$ cat src/rtl/tick_wavegen_pkg.sv
`timescale 1ns/1ps
package tick_wavegen_pkg;

    typedef enum logic [1:0] {
        PH_IDLE = 2'd0,
        PH_HIGH = 2'd1,
        PH_LOW  = 2'd2
    } wave_phase_e;

endpackage

$ cat src/rtl/twg_len_sel.sv
`timescale 1ns/1ps
// Picks the length of the phase about to start and converts it to the
// last counter value of that phase, stretching a zero count to one tick.
module twg_len_sel #(
    parameter int W = 16
) (
    input  logic         want_high,
    input  logic [W-1:0] high_len,
    input  logic [W-1:0] low_len,
    output logic [W-1:0] last_idx
);

    logic [W-1:0] raw_len;

    always_comb begin
        raw_len  = want_high ? high_len : low_len;
        last_idx = (raw_len == '0) ? '0 : raw_len - W'(1);
    end

endmodule

$ cat src/rtl/twg_phase_seq.sv
`timescale 1ns/1ps
// Phase sequencer: idle span, then high/low alternation.
// cnt counts ticks already spent in the phase, tgt holds its last index.
module twg_phase_seq
    import tick_wavegen_pkg::*;
#(
    parameter int W = 16
) (
    input  logic         clk,
    input  logic         rst,
    input  logic         en,
    input  logic [W-1:0] start_dly,
    input  logic [W-1:0] next_last,
    output wave_phase_e  phase_o,
    output logic         want_high_o
);

    typedef struct packed {
        wave_phase_e  ph;
        logic [W-1:0] cnt;
        logic [W-1:0] tgt;
    } seq_state_t;

    seq_state_t st_d, st_q;

    always_comb begin
        st_d = st_q;
        if (rst) begin
            st_d.ph  = PH_IDLE;
            st_d.cnt = '0;
            st_d.tgt = start_dly;
        end else if (en) begin
            if (st_q.cnt == st_q.tgt) begin
                st_d.ph  = (st_q.ph == PH_HIGH) ? PH_LOW : PH_HIGH;
                st_d.cnt = '0;
                st_d.tgt = next_last;
            end else begin
                st_d.cnt = st_q.cnt + W'(1);
            end
        end
    end

    always_ff @(posedge clk) begin
        st_q <= st_d;
    end

    assign phase_o     = st_q.ph;
    assign want_high_o = (st_q.ph != PH_HIGH);

    // counter stays inside the current phase, so it cannot wrap
    a_r11_cnt_bound: assert property (@(posedge clk) disable iff (rst)
        st_q.cnt <= st_q.tgt);

    // a frozen edge leaves phase and counter untouched
    a_r9_hold: assert property (@(posedge clk) disable iff (rst)
        !en |=> ($stable(st_q.ph) && $stable(st_q.cnt)));

    // a phase is never cut short before its counter reaches the end
    a_r8_no_cut: assert property (@(posedge clk) disable iff (rst)
        (en && (st_q.cnt != st_q.tgt)) |=> $stable(st_q.ph));

    // once running, idle is not re-entered without reset
    a_r6_no_idle: assert property (@(posedge clk) disable iff (rst)
        (st_q.ph != PH_IDLE) |=> (st_q.ph != PH_IDLE));

    // reset restores idle with a cleared counter
    a_r1_reset: assert property (@(posedge clk)
        rst |=> ((st_q.ph == PH_IDLE) && (st_q.cnt == '0)));

endmodule

$ cat src/rtl/tick_wavegen.sv
`timescale 1ns/1ps
module tick_wavegen
    import tick_wavegen_pkg::*;
#(
    parameter int CNT_W = 16
) (
    input  logic             clk,
    input  logic             rst,
    input  logic             en,
    input  logic [CNT_W-1:0] dly_ticks,
    input  logic [CNT_W-1:0] high_ticks,
    input  logic [CNT_W-1:0] low_ticks,
    input  logic             invert,
    output logic             wave_o
);

    wave_phase_e      phase;
    logic             want_high;
    logic [CNT_W-1:0] next_last;

    twg_len_sel #(.W(CNT_W)) u_len (
        .want_high (want_high),
        .high_len  (high_ticks),
        .low_len   (low_ticks),
        .last_idx  (next_last)
    );

    twg_phase_seq #(.W(CNT_W)) u_seq (
        .clk         (clk),
        .rst         (rst),
        .en          (en),
        .start_dly   (dly_ticks),
        .next_last   (next_last),
        .phase_o     (phase),
        .want_high_o (want_high)
    );

    // polarity applied after the register, so it acts at once
    assign wave_o = (phase == PH_HIGH) ^ invert;

endmodule

$ cat config.mk
export PLATFORM = sky130hd
export DESIGN_NAME = tick_wavegen
export DESIGN_NICKNAME = d
export VERILOG_FILES = /design/src/rtl/tick_wavegen_pkg.sv /design/src/rtl/twg_len_sel.sv /design/src/rtl/twg_phase_seq.sv /design/src/rtl/tick_wavegen.sv
export SDC_FILE = /design/constraint.sdc
export NUM_CORES = 1
export LEC_CHECK = 0
export BUFFER_PORTS_ARGS = -buffer_cell sky130_fd_sc_hd__buf_2
export CAP_MARGIN = 20
export CORE_MARGIN = 1.5
export CORE_UTILIZATION = 44
export DETAILED_ROUTE_END_ITERATION = 16
export PLACE_DENSITY = 0.7
export SYNTH_ARGS = -nofsm -noshare
export SYNTH_HDL_FRONTEND = slang
export SYNTH_SLANG_ARGS = --single-unit
$ cat constraint.sdc
create_clock -name clk -period 4.2 [get_ports clk]
set_clock_uncertainty 0.2 [all_clocks]
set_input_delay 0.84 -clock clk [delete_from_list [all_inputs] [get_ports clk]]
set_output_delay 0.84 -clock clk [all_outputs]
set_load 0.05 [all_outputs]
==> results of run 1 <==
cell usage in the layout (no fill, tap or decap), types with 2 or more instances in the layout:
cell type	synthesis	final
xnor2_1	9	9
a22o_1	2	2
mux2i_1	19	19
dfxtp_1	18	18
o31ai_1	4	4
nand2_1	20	20
a21oi_1	3	3
and4_1	3	3
nand4b_1	2	2
edfxtp_1	16	16
clkbuf_8	0	6
buf_4	0	3
mux2_2	3	3
ha_1	2	2
nor3_1	9	9
nor3b_1	2	2
and3_1	4	4
nand2b_1	2	2
inv_1	2	2
nand3_1	6	6
nor2_1	32	32
xor2_1	31	31
o21ai_0	13	13
clkinv_1	0	2
nor2b_1	3	3
a31o_2	2	2
buf_2	0	52
a31oi_1	3	3
nor4_1	6	6
or3_4	2	2
a32o_1	3	3
nand4_1	8	8
or3_1	3	3
layer usage:
layer / routed length (um) / vias up / GRT usage (%)
met1: 2270 / 861 / 25.4
met4: 81 / 0 / 7.34
li1: - / 1016 / -
met3: 220 / 8 / 4.28
met2: 2200 / 58 / 31.6
met5: 0 / - / 0
sequential cells by signal, indices dropped and copies added, names as in the netlist:
| register | cells |
|---|---|
| u_seq.phase_o | 2 |
| u_seq.st_q | 32 |
cell families (layout without fill, tap and decap cells):
| kind of cell | count (synthesis) | count (layout) |
|---|---|---|
| xor+xnor | 40 | 40 |
| mux | 24 | 24 |
| fa+ha+maj | 2 | 2 |
| flops | 34 | 34 |
| compound gates | 35 | 35 |
| simple gates | 103 | 103 |
| buf+inv | 11 | 65 |
per-stage QoR:
step | instance area [um^2] | utilization, %
final | 2700 | 53.2
after global routing | 2700 | 53.2
after CTS | 2700 | 53.2
after detailed placement | 2610 | 51.4
after global placement | 2610 | 51.4
after floorplan | 2290 | -
power groups by stage:
stage | clock network, mW | registers (mW) | logic [mW]
2_1_floorplan | 0 | 0.381 | 0.0622
3_3_place_gp | 0 | 0.383 | 0.105
3_5_place_dp | 0 | 0.383 | 0.107
4_1_cts | 0.248 | 0.376 | 0.107
5_1_grt | 0.265 | 0.378 | 0.121
6_report | 0.243 | 0.376 | 0.107
cell type report:
cell class	count	area (um^2)
inverters	2	7.51
clock buffers	6	82.6
well taps	70	87.6
repair buffers	55	283
multi-input cells	204	1390
fillers	497	2380
flip-flops and latches	34	841
clock inverters	2	7.51
tightest hold or removal path: stages, from the launching register on:
cell and delay [ns]:
dfxtp_1 0.32, o21ai_0 0.07, a21oi_1 0.06
worst paths after layout:
path | endpoint | slack [ns] | depth (start not counted)
max | u_seq.st_q[12] | 1.09 | 7
min | u_seq.phase_o[1] | 0.29 | 2
max reg2reg | u_seq.st_q[12] | 1.09 | 7
min reg2reg | u_seq.phase_o[1] | 0.29 | 2
==> run summary, run 1 <==
status - completed
Switching Fraction - 25.0%
via/cell ratio - 5.21
Clock power frac - 33.4%
crit path from - u_seq.phase_o[0]
Die W - 75.1 um
cell area after synthesis - 0.00229 mm^2
wire per inst - 12.8 um
Cells after DPL - 365
CP max stage delay - 0.64 ns
total die area - 0.00565 mm^2
synth cell count leaders - nor2_1 (32), xor2_1 (31), nand2_1 (20)
Post-Synth XOR/XNOR Area - 15.3%
most common cell in the netlist - nor2_1
Clock Tree Buf Depth - 2
total power - 725 uW
vias in the first global route - 1855
Post-synth EDFFs - 16
CP required - 4.04 ns
RR Startpoint - u_seq.phase_o[0]
cell row count - 26
Mapped Cells - 249
synth unique cells - 40
share of the synthesized area in the top cell type - 21.0%
Initial Util - 45.1%
synthesized flop and latch total - 34
slew at the pin with the worst max-slew slack - 0.596 ns
Simple-Gate Fraction of Synth Area - 22.8%
Post-Synth Adder-Cell Area - 1.09%
pins over their slew limit - 0
Die Ht - 75.1 um
share of cells above drive strength 1 - 23.8%
overall routing resource usage - 19.4%
main combinational cell family by area after synthesis - simple AND/OR/NAND/NOR gates
Leak Pwr - 1.12 nW
final worst-path setup slack - 1.09 ns
multiplexer share of the synthesized area - 11.0%
via count - 1943
I/O pin count - 53
clk_lat worst skew - 0.29 ns
post-CTS setup buffer count - 0
CTS buffer count - 5
Top FF cell, synth - dfxtp_1
Flop pwr share - 51.9%
final hold slack - 0.291 ns
# nets final - 356
initial drt markers - 87
Hold Path Class - register to register
Setup WS pre-CTS - 1.03 ns
combinational power share - 14.7%
global-route wire length before repair - 8380 um
Worst EP arrival - 2.95 ns
P&R area growth vs syn - 17.8%
slew margin rel. - 59.3%
largest net degree at the start of global routing - 23
initial antenna violation count - 0
complex-gate fraction of the synthesized area - 10.3%
Resized cells post-CTS - 0
hold_sp - u_seq.phase_o[1]
Hold Buf Count CTS - 0
sw power - 181 uW
post-detail-place hpwl - 3800 um
ANT nets after route - 0
drt pass-1 iters - 4
Routed Wire Length - 4770 um
power density over the cells - 269 mW/mm^2
crit start category - register
Root Driver - clkbuf_8
Worst setup EP type - register
fmax - 0.322 GHz
kind of critical path - register to register
Async S/R FF share, synth - 0%
DRC - 0
I/O Buffers - 52
sequential-to-total area share from yosys stat - 36.7%
most area-hungry cell type in the Yosys netlist - edfxtp_1
Mapped Nets - 303
TritonCTS clock tree - built
Core Footprint - 0.00507 mm^2
crit-path max FO - 6
clk sinks - 34
most frequent CP cell - mux2i_1
CP top delay family - multiplexers
syn_area_per_cell - 9.20 um^2
Non-Filler Instances - 373
worst path cell trace - nor2b_1, mux2i_1, ha_1, nand4b_1, a2111oi_0, mux2i_1, mux2_2
Buf+Inv Stages, Crit Path - 0
RSZ-0062 raised after global routing - false
GP Congestion - 0.838
maxcap violations - 0
global route overflow - 0
worst IR drop on VDD - 117 uV
clock transition at the registers of the reported paths - 0.06 ns
Syn. warnings - 0
final hold vios - 0
setup TNS - 0 ns
fin crit period - 3.11 ns
Setup-failing EPs final - 0
Pint - 544 uW
fin crit share - 74.0%
H-tree Lvls - 2
CP max-delay cell - a2111oi_0
Area contributors post-synth - edfxtp_1 (21%), dfxtp_1 (16%), xor2_1 (12%)
Antenna diodes - 0
No activity file was read; power rests on OpenSTA's default activity.
==> inputs of run 2 (changes only) <==
--- a/config.mk
+++ b/config.mk
@@ -10,7 +10,7 @@
 export CORE_MARGIN = 1.5
 export CORE_UTILIZATION = 44
 export DETAILED_ROUTE_END_ITERATION = 16
-export PLACE_DENSITY = 0.7
+export PLACE_DENSITY = 0.73
 export SYNTH_ARGS = -nofsm -noshare
 export SYNTH_HDL_FRONTEND = slang
 export SYNTH_SLANG_ARGS = --single-unit
==> constraint.sdc (replaced) <==
create_clock -name clk -period 2.6 [get_ports clk]
set_clock_uncertainty 0.2 [all_clocks]
set_input_delay 0.52 -clock clk [delete_from_list [all_inputs] [get_ports clk]]
set_output_delay 0.52 -clock clk [all_outputs]
set_load 0.05 [all_outputs]
==> run 2 against run 1 <==
  * The run now ends with setup timing left
  * Clock-buffer cell count unchanged
  * Global-route usage increased by 1.1 points
  * Critical path depth grew 1
  * Final cell count increased by 5.1%
  * Maximum frequency grew 19%
  * Hold slack better by 0.027 ns
  * Sequential share of layout area is 2.4 points lower
  * Non-clock buffer count increased by 19
  * Setup slack lost 1.1 ns
  * Cell area rose by 8.6%
  * Highest routed layer unchanged
==> run summary, run 2 (same netlist as run 1, synthesis figures left out) <==
power density over the cells - 400 mW/mm^2 (+49%)
slew at the pin with the worst max-slew slack - 0.903 ns (+0.307 ns)
Hold Buf Count CTS - 0 (unchanged)
global-route wire length before repair - 8640 um (+3.1%)
crit start category - register
Leak Pwr - 1.23 nW (+9.6%)
combinational power share - 17.0% (+2.3 points)
share of cells above drive strength 1 - 30.4% (+6.7 points)
# nets final - 375 (+5.3%)
maxcap violations - 0 (unchanged)
Reg with most FFs - u_seq.st_q
Clock power frac - 31.2% (-2.2 points)
GP Congestion - 0.840 (+0.24%)
Initial Util - 45.1% (unchanged)
fmax - 0.381 GHz (+19%)
I/O Buffers - 52 (unchanged)
Clock Tree Buf Depth - 2 (unchanged)
RR Startpoint - u_seq.phase_o[0]
sw power - 302 uW (+67%)
Core Footprint - 0.00507 mm^2 (unchanged)
clk_lat worst skew - 0.29 ns (about the same)
failing checks - setup timing
hold depth - 3 (+1)
Root Driver - clkbuf_8
Hold Path Class - input pin to register
Die W - 75.1 um (unchanged)
overall routing resource usage - 20.5% (+1.1 points)
Worst setup EP type - register
clock transition at the registers of the reported paths - 0.06 ns (about the same)
clk sinks - 34 (unchanged)
CTS buffer count - 5 (unchanged)
Flop pwr share - 51.8% (about the same)
Worst EP arrival - 2.46 ns (-0.49 ns)
status - finished with violations
fin crit share - 101% (+27 points)
largest net degree at the start of global routing - 33 (+43%)
RSZ-0062 raised after global routing - true
final hold slack - 0.318 ns (+0.0268 ns)
hold_sp - dly_ticks[11]
Antenna diodes - 0 (unchanged)
global route overflow - 0 (unchanged)
wire per inst - 13.9 um (+8.5%)
initial drt markers - 68 (-22%)
ANT nets after route - 0 (unchanged)
commonest non-fill, non-tap cell in the layout - buf_2
total die area - 0.00565 mm^2 (unchanged)
via/cell ratio - 5.26 (+1.0%)
R2R depth - 8 (+1)
most frequent cells in the layout - buf_2 (52), nor2_1 (32), xor2_1 (31), nand2_1 (20)
via count - 2063 (+6.2%)
Reg2Reg Setup Slack - -0.02 ns (-1.11 ns)
worst IR drop on VDD - 197 uV (+69%)
WHS Endpoint - u_seq.st_q[11]
Pint - 870 uW (+60%)
Setup-failing EPs final - 1 (+1)
TritonCTS clock tree - built
H-tree Lvls - 2 (unchanged)
final hold vios - 0 (unchanged)
Switching Fraction - 25.8% (+0.79 points)
Critical R2R Capture - u_seq.st_q[12]
crit-path max FO - 4 (-2)
fin crit period - 2.62 ns (-0.486 ns)
pins over their slew limit - 0 (unchanged)
I/O pin count - 53 (unchanged)
max FFs per register - 32 (unchanged)
Routed Wire Length - 5440 um (+14%)
vias in the first global route - 1892 (+2.0%)
drt pass-1 iters - 4 (unchanged)
DRC - 0 (unchanged)
slew margin rel. - 39.3% (-20 points)
final worst-path setup slack - -0.0228 ns (-1.11 ns)
post-detail-place hpwl - 4120 um (+8.2%)
Setup WS pre-CTS - -0.0451 ns (-1.07 ns)
cell row count - 26 (unchanged)
P&R area growth vs syn - 28.0%
kind of critical path - register to register
Die Ht - 75.1 um (unchanged)
initial antenna violation count - 0 (unchanged)
CP required - 2.44 ns (-1.60 ns)
## run 2: area by class of cell
class                      instances  area [um^2]
multi-input combinational        204         1450
clock inverter                     2         8.76
fill                             457         2140
clock buffer                       6         72.6
sequential                        34          843
timing repair buffer              74          458
tap                               70         87.6
inverter                           2         7.51
## run 2: power by group through the flow
stage	sequential [mW]	clock, mW	combinational, mW
finish	0.607	0.366	0.199
CTS	0.607	0.376	0.193
floorplan	0.615	0	0.104
detailed placement	0.619	0	0.191
global route	0.610	0.404	0.221
global placement	0.618	0	0.186
## run 2: per-stage QoR
stage	total power [mW]	utilization, %	instance area, um^2	std cells	TNS, ns
detailed placement	0.810	54.3	2760	378	-0.0451
global route	1.24	57.7	2930	392	-0.943
floorplan	0.719	-	2340	249	-0.353
finish	1.17	57.7	2930	392	-0.0228
CTS	1.18	56.3	2860	387	0
global placement	0.804	54.3	2760	378	-0.0280
## run 2: worst max path at each step
stage | from | to | slack [ns] | cells after the start
3_5_place_dp | low_ticks[0] | u_seq.st_q[12] | -0.05 | 7
2_1_floorplan | u_seq.phase_o[0] | u_seq.st_q[15] | -0.06 | 9
5_1_grt | u_seq.phase_o[0] | u_seq.st_q[12] | -0.12 | 8
6_report | u_seq.phase_o[0] | u_seq.st_q[12] | -0.02 | 8
4_1_cts | u_seq.phase_o[1] | u_seq.st_q[6] | 0.004 | 7
3_3_place_gp | high_ticks[5] | u_seq.st_q[12] | -0.03 | 6
## run 2: per-layer routing
layer	share of wire, %	global-route usage, %	vias to the layer above
met2	49	35.6	59
met5	0	0	-
met1	44	25.4	944
li1	-	-	1050
met3	5.0	4.02	10
met4	1.9	7.14	0
## run 2: repair_timing
action / in CTS / in global routing
resized for setup: 1 / 6
buffers inserted: 1 / 5
pin swaps: 1 / 2
setup endpoints to repair: 1 / 16
## run 2: worst max-delay path: stages, from the launching register on
cell       delay [ns]
dfxtp_2          0.32
nor2b_4          0.22
mux2i_1          0.29
ha_2             0.27
nand4b_1         0.12
buf_6            0.16
a2111oi_4        0.37
mux2i_1          0.14
mux2_2           0.28
